==> config.mk <==
export PLATFORM = sky130hd
export DESIGN_NAME = irq_group_arb
export DESIGN_NICKNAME = d
export VERILOG_FILES = /design/src/rtl/irq_arb_pkg.sv /design/src/rtl/irq_prio_bank.sv /design/src/rtl/irq_pick.sv /design/src/rtl/irq_nest_stack.sv /design/src/rtl/irq_group_arb.sv
export SDC_FILE = /design/constraint.sdc
export NUM_CORES = 1
export LEC_CHECK = 0
export CAP_MARGIN = 20
export CORE_MARGIN = 4
export CORE_UTILIZATION = 45
export DETAILED_ROUTE_END_ITERATION = 10
export PLACE_DENSITY_LB_ADDON = 0.2
export SLEW_MARGIN = 20
export SYNTH_ARGS = -nofsm -noshare
export SYNTH_HDL_FRONTEND = slang
export SYNTH_SLANG_ARGS = --single-unit
==> constraint.sdc <==
create_clock -name clk -period 69.7 [get_ports clk]
set_input_delay 13.94 -clock clk [delete_from_list [all_inputs] [get_ports clk]]
set_output_delay 13.94 -clock clk [all_outputs]
set_load 0.02 [all_outputs]
==> src/rtl/irq_arb_pkg.sv <==
package irq_arb_pkg;
  localparam int PRIO_W = 8;
  localparam int GRP_W  = PRIO_W + 1;
  typedef logic [PRIO_W-1:0] prio_t;
  typedef logic [GRP_W-1:0]  grp_t;
  localparam grp_t IDLE_LVL = grp_t'(9'h100);

  // group value: priority with the low g+1 bits dropped
  function automatic grp_t group_of(prio_t p, logic [2:0] g);
    logic [3:0] sh;
    sh = {1'b0, g} + 4'd1;
    return grp_t'({1'b0, p} >> sh);
  endfunction

  // subpriority: the low g+1 bits of the priority
  function automatic prio_t sub_of(prio_t p, logic [2:0] g);
    return p & (8'hFF >> (3'd7 - g));
  endfunction
endpackage

==> src/rtl/irq_prio_bank.sv <==
module irq_prio_bank
  import irq_arb_pkg::*;
#(
  parameter int NUM_LINES = 8,
  localparam int IW = (NUM_LINES > 1) ? $clog2(NUM_LINES) : 1
) (
  input  logic                 clk,
  input  logic                 rst_n,
  input  logic                 we,
  input  logic [IW-1:0]        idx,
  input  prio_t                val,
  input  logic [2:0]           grouping,
  output grp_t  [NUM_LINES-1:0] grp,
  output prio_t [NUM_LINES-1:0] sub
);
  prio_t [NUM_LINES-1:0] prio_q;

  for (genvar i = 0; i < NUM_LINES; i++) begin : g_line
    always_ff @(posedge clk or negedge rst_n) begin
      if (!rst_n)                       prio_q[i] <= '0;
      else if (we && idx == IW'(i))     prio_q[i] <= val;
    end
    assign grp[i] = group_of(prio_q[i], grouping);
    assign sub[i] = sub_of(prio_q[i], grouping);
  end
endmodule

==> src/rtl/irq_pick.sv <==
module irq_pick
  import irq_arb_pkg::*;
#(
  parameter int NUM_LINES = 8,
  localparam int IW = (NUM_LINES > 1) ? $clog2(NUM_LINES) : 1
) (
  input  logic [NUM_LINES-1:0]  elig,
  input  grp_t  [NUM_LINES-1:0] grp,
  input  prio_t [NUM_LINES-1:0] sub,
  output logic                  found,
  output logic [IW-1:0]         idx,
  output grp_t                  best_grp
);
  prio_t best_sub;

  always_comb begin
    found    = 1'b0;
    idx      = '0;
    best_grp = IDLE_LVL;
    best_sub = '1;
    // strict comparisons keep the lowest index on full ties
    for (int i = 0; i < NUM_LINES; i++) begin
      if (elig[i] && (!found || grp[i] < best_grp ||
                      (grp[i] == best_grp && sub[i] < best_sub))) begin
        found    = 1'b1;
        idx      = IW'(i);
        best_grp = grp[i];
        best_sub = sub[i];
      end
    end
  end
endmodule

==> src/rtl/irq_nest_stack.sv <==
module irq_nest_stack
  import irq_arb_pkg::*;
#(
  parameter int DEPTH = 4,
  parameter int IW    = 3,
  localparam int DW = $clog2(DEPTH + 1),
  localparam int PW = (DEPTH > 1) ? $clog2(DEPTH) : 1
) (
  input  logic          clk,
  input  logic          rst_n,
  input  logic          push,
  input  logic          repl,
  input  logic          pop,
  input  logic [IW-1:0] in_idx,
  input  grp_t          in_grp,
  output logic [DW-1:0] cnt,
  output logic          full,
  output logic          empty,
  output logic [IW-1:0] top_idx,
  output grp_t          top_grp,
  output grp_t          below_grp
);
  logic [DW-1:0]            cnt_q;
  grp_t [DEPTH-1:0]         grp_q;
  logic [DEPTH-1:0][IW-1:0] idx_q;
  logic [PW-1:0]            top_ptr, below_ptr, push_ptr;

  assign top_ptr   = PW'(cnt_q - DW'(1));
  assign below_ptr = PW'(cnt_q - DW'(2));
  assign push_ptr  = PW'(cnt_q);
  assign cnt       = cnt_q;
  assign empty     = (cnt_q == '0);
  assign full      = (cnt_q == DW'(DEPTH));
  assign top_idx   = empty ? '0 : idx_q[top_ptr];
  assign top_grp   = empty ? IDLE_LVL : grp_q[top_ptr];
  assign below_grp = (cnt_q < DW'(2)) ? IDLE_LVL : grp_q[below_ptr];

  always_ff @(posedge clk or negedge rst_n) begin
    if (!rst_n) begin
      cnt_q <= '0;
      for (int i = 0; i < DEPTH; i++) begin
        grp_q[i] <= IDLE_LVL;
        idx_q[i] <= '0;
      end
    end else if (push && !full) begin
      grp_q[push_ptr] <= in_grp;
      idx_q[push_ptr] <= in_idx;
      cnt_q           <= cnt_q + DW'(1);
    end else if (repl && !empty) begin
      grp_q[top_ptr] <= in_grp;
      idx_q[top_ptr] <= in_idx;
    end else if (pop && !empty) begin
      cnt_q <= cnt_q - DW'(1);
    end
  end
endmodule

==> src/rtl/irq_group_arb.sv <==
module irq_group_arb
  import irq_arb_pkg::*;
#(
  parameter int          NUM_LINES  = 8,
  parameter int          NEST_DEPTH = 4,
  parameter logic [15:0] GRP_KEY    = 16'hFA05,
  localparam int IW = (NUM_LINES > 1) ? $clog2(NUM_LINES) : 1,
  localparam int DW = $clog2(NEST_DEPTH + 1)
) (
  input  logic                 clk,
  input  logic                 rst_n,
  input  logic [NUM_LINES-1:0] irq_req,
  input  logic [NUM_LINES-1:0] sw_pend,
  input  logic                 prio_we,
  input  logic [IW-1:0]        prio_idx,
  input  logic [7:0]           prio_val,
  input  logic                 grp_we,
  input  logic [15:0]          grp_key,
  input  logic [2:0]           grp_val,
  output logic                 preempt_valid,
  input  logic                 preempt_ready,
  output logic [IW-1:0]        win_idx,
  input  logic                 done_i,
  output logic                 chain_valid,
  output logic                 ret_valid,
  output logic [8:0]           act_group,
  output logic [DW-1:0]        depth
);
  logic [2:0]            grouping_q;
  logic [NUM_LINES-1:0]  pend_q, act_q, elig, accept_vec, finish_vec;
  grp_t  [NUM_LINES-1:0] line_grp;
  prio_t [NUM_LINES-1:0] line_sub;
  logic                  found, st_full, st_empty, take;
  grp_t                  win_grp, top_grp, below_grp;
  logic [IW-1:0]         top_idx;

  always_ff @(posedge clk or negedge rst_n) begin
    if (!rst_n)                          grouping_q <= '0;
    else if (grp_we && grp_key == GRP_KEY) grouping_q <= grp_val;
  end

  irq_prio_bank #(.NUM_LINES(NUM_LINES)) u_bank (
    .clk(clk), .rst_n(rst_n), .we(prio_we), .idx(prio_idx), .val(prio_val),
    .grouping(grouping_q), .grp(line_grp), .sub(line_sub)
  );

  assign elig = pend_q & ~act_q;

  irq_pick #(.NUM_LINES(NUM_LINES)) u_pick (
    .elig(elig), .grp(line_grp), .sub(line_sub),
    .found(found), .idx(win_idx), .best_grp(win_grp)
  );

  assign preempt_valid = found && !done_i && !st_full && (win_grp < top_grp);
  assign take          = preempt_valid && preempt_ready;
  assign chain_valid   = done_i && !st_empty && found && (win_grp < below_grp);
  assign ret_valid     = done_i && !st_empty && !chain_valid;

  irq_nest_stack #(.DEPTH(NEST_DEPTH), .IW(IW)) u_stack (
    .clk(clk), .rst_n(rst_n), .push(take), .repl(chain_valid), .pop(ret_valid),
    .in_idx(win_idx), .in_grp(win_grp), .cnt(depth), .full(st_full),
    .empty(st_empty), .top_idx(top_idx), .top_grp(top_grp), .below_grp(below_grp)
  );

  assign act_group = top_grp;

  always_comb begin
    accept_vec = '0;
    finish_vec = '0;
    if (take || chain_valid)     accept_vec[win_idx] = 1'b1;
    if (chain_valid || ret_valid) finish_vec[top_idx] = 1'b1;
  end

  // a set arriving with acceptance of the same line wins
  always_ff @(posedge clk or negedge rst_n) begin
    if (!rst_n) begin
      pend_q <= '0;
      act_q  <= '0;
    end else begin
      pend_q <= (pend_q & ~accept_vec) | irq_req | sw_pend;
      act_q  <= (act_q & ~finish_vec) | accept_vec;
    end
  end
endmodule

==> metrics.md <==
| Metric | Value |
|---|---|
| Initial antenna violation count | 0 |
| Area grow syn2layout | 12.71% |
| Synth area leader | dfrtp_1 |
| Synthesized area | 12050 um^2 |
| Worst-path clk slew | 70 ps |
| Port bufs | 68 |
| Type of origin of the critical path | flip-flop |
| Placed Cells | 1665 |
| Die height | 171.6 um |
| Tightest Pin Transition | 1037 ps |
| Grt met3 use | 2.689% |
| Drt via density | 6.077 |
| CTS tree | yes |
| Worst EP required | 55760 ps |
| Antenna Nets Post-Route | 0 |
| Largest net degree at the start of global routing | 71 |
| WS Path Type | flip-flop to output port |
| Ys flop type | dfrtp_1 |
| Fin cells | 1697 |
| Slew HR | 30.35% |
| Avg Synthesized Cell Area | 9.162 um^2 |
| DRT iter0 DRCs | 816 |
| Fraction of layout cells with a size suffix above 1 | 14.39% |
| Antenna Cells | 0 |
| WP data arrival | 21720 ps |
| Final WL | 36730 um |
| Max Fanout on Critical Path | 70 |
| Largest cells by area after synthesis | dfrtp_1, ha_1, mux2_2 |
| DRC | 0 |
| Ports | 70 |
| Setup Slack @ Placement | 34560 ps |
| GPL Wtd Cong | 0.9541 |
| Mapped Nets | 1487 |
| Insertion delay to the later sink of the worst-skew pair | 430 ps |
| Hold/Removal Path Class | flip-flop to flip-flop |
| Core area | 26210 um^2 |
| CP max-delay cell | o311a_1 |
| Unique cell type count in the Yosys netlist | 77 |
| Clk root buf | clkbuf_16 |
| First-pass DRT Iterations | 5 |
| Post-synthesis sequential area ratio | 27.04% |
| Number of synthesized flops with an enable pin | 0 |
| Final setup fails | 0 |
| Met1 global-route usage | 34.62% |
| Setup TNS | 0 ps |
| Number of setup buffers added after CTS | 0 |
| Fmax | 28.05 MHz |
| Detailed Place HPWL | 28630 um |
| GR peak layer | met2 |
| FF+latch count, synth | 130 |
| Max incr delay on CP | 830 ps |
| Die Span X | 171.6 um |
| DR WL/cell | 21.65 um |
| Global-route wire length before repair | 57480 um |
| Max Root-Sink Buffers | 2 |
| Worst Setup End Kind | output port |
| Status | finished, final reports clean |
| Commonest cells after routing, fill and taps aside | dfrtp_1, ha_1, mux2_2 |
| Synth warn | 0 |
| Cts hold-fix bufs | 0 |
| M2 GR Usage | 41.23% |
| Gr usage total | 25.02% |
| Resized cells post-CTS | 0 |
| Fin. Hold Viols | 0 |
| Crit share post-route | 51.16% |
| Die area | 29460 um^2 |
| Total number of vias | 10.31k |
| RSZ-0062 raised after global routing | false |
| Commonest non-fill, non-tap cell in the layout | dfrtp_1 |
| Setup Skew | 14.89 ps |
| Top-area cell type share of the netlist area | 26.17% |
| Starting Density | 45.97% |
| Vias in the first global route | 10.15k |
| Final #Nets | 1521 |
| Fin crit period | 35660 ps |
| MaxCap Viol Count | 0 |
| Total CTS buffers | 17 |
| Utilization after layout | 51.82% |
| Global route overflow | 0 |
| Final worst slack | 34040 ps |
| Fin. max-slew vios | 0 |
| Post-synthesis cell count | 1315 |
| Ys async rst share | 100.0% |
| Clock sinks | 130 |
| Std-Cell Rows | 59 |
| CTS HTree Levels | 4 |
## per-stage QoR
stage	hold WS (ps)	cell area (um^2)
final	490.0	13580
after CTS	493.0	13570
after global placement	468.2	12970
after detailed placement	478.7	12970
after global routing	505.6	13580
after floorplan	458.7	12050
## cell usage after synthesis (12+ instances only)
library cell	instances
a211oi_1	23
a21o_1	28
a21oi_1	90
and2_1	47
and3_1	12
clkbuf_1	42
dfrtp_1	126
ha_1	120
inv_1	69
mux2_1	21
mux2_2	98
mux2_4	16
mux2i_1	78
mux4_2	13
nand2_1	92
nand2b_1	21
nand3_1	20
nand4_1	17
nor2_1	83
nor2b_1	38
nor3_1	22
o21a_1	21
o21ai_0	70
## critical path, delay by kind of cell, from the launching register on
| family | cells | cell delay, ps |
|---|---|---|
| AOI/OAI and AO/OA | 40 | 10210 |
| adders and majority gates | 8 | 2390 |
| buffers and inverters | 6 | 1750 |
| DFF | 1 | 350 |
| muxes | 4 | 1520 |
| and+or+nand+nor | 21 | 5010 |
## logic make-up after synthesis
logic type | share of synthesized area [%]
AO/OA/AOI/OAI | 16.94
XOR/XNOR | 0.07271
adder cells (fa/ha/maj) | 12.46
buffers and inverters | 4.601
flip-flops | 27.04
multiplexers | 22.21
other | 0.03113
AND/OR/NAND/NOR | 16.64
## cell type report
class                      count  area [um^2]
fill                        2396        12630
multi-input combinational   1049         8252
sequential                   130         3262
timing repair buffer          81        779.5
clock buffer                  19        442.9
tap                          335        419.2
inverter                      70        262.8
clock inverter                13        161.4
## path summary, 6_finish.rpt
kind,depth (start not counted),slack (ps),start,endpoint
max,79,34040,grouping_q[0],chain_valid
min,1,490,u_stack.idx_q[4],u_stack.idx_q[4]
max reg2reg,85,48040,grouping_q[0],u_stack.grp_q[28]
min reg2reg,1,490,u_stack.idx_q[4],u_stack.idx_q[4]
max in group asynchronous,2,54860,rst_n,u_stack.grp_q[10]
min in group asynchronous,1,13500,rst_n,u_bank.prio_q[14]
## metal layers
metal	wire length [um]	vias up	share of wire, %
met1	16880	5079	46
li1	-	4899	-
met5	0	-	0
met2	17510	275	48
met3	1311	60	3.6
met4	1031	0	2.8
## sequential cells by signal, indices dropped and copies added, names as in the netlist
register       count
u_stack.idx_q     12
u_stack.grp_q     32
u_stack.cnt        3
act_q              8
u_bank.prio_q     64
pend_q             8
grouping_q         3
Power is not shown: default switching activity piles up to over one toggle a cycle in this logic, so the estimate is an artifact.
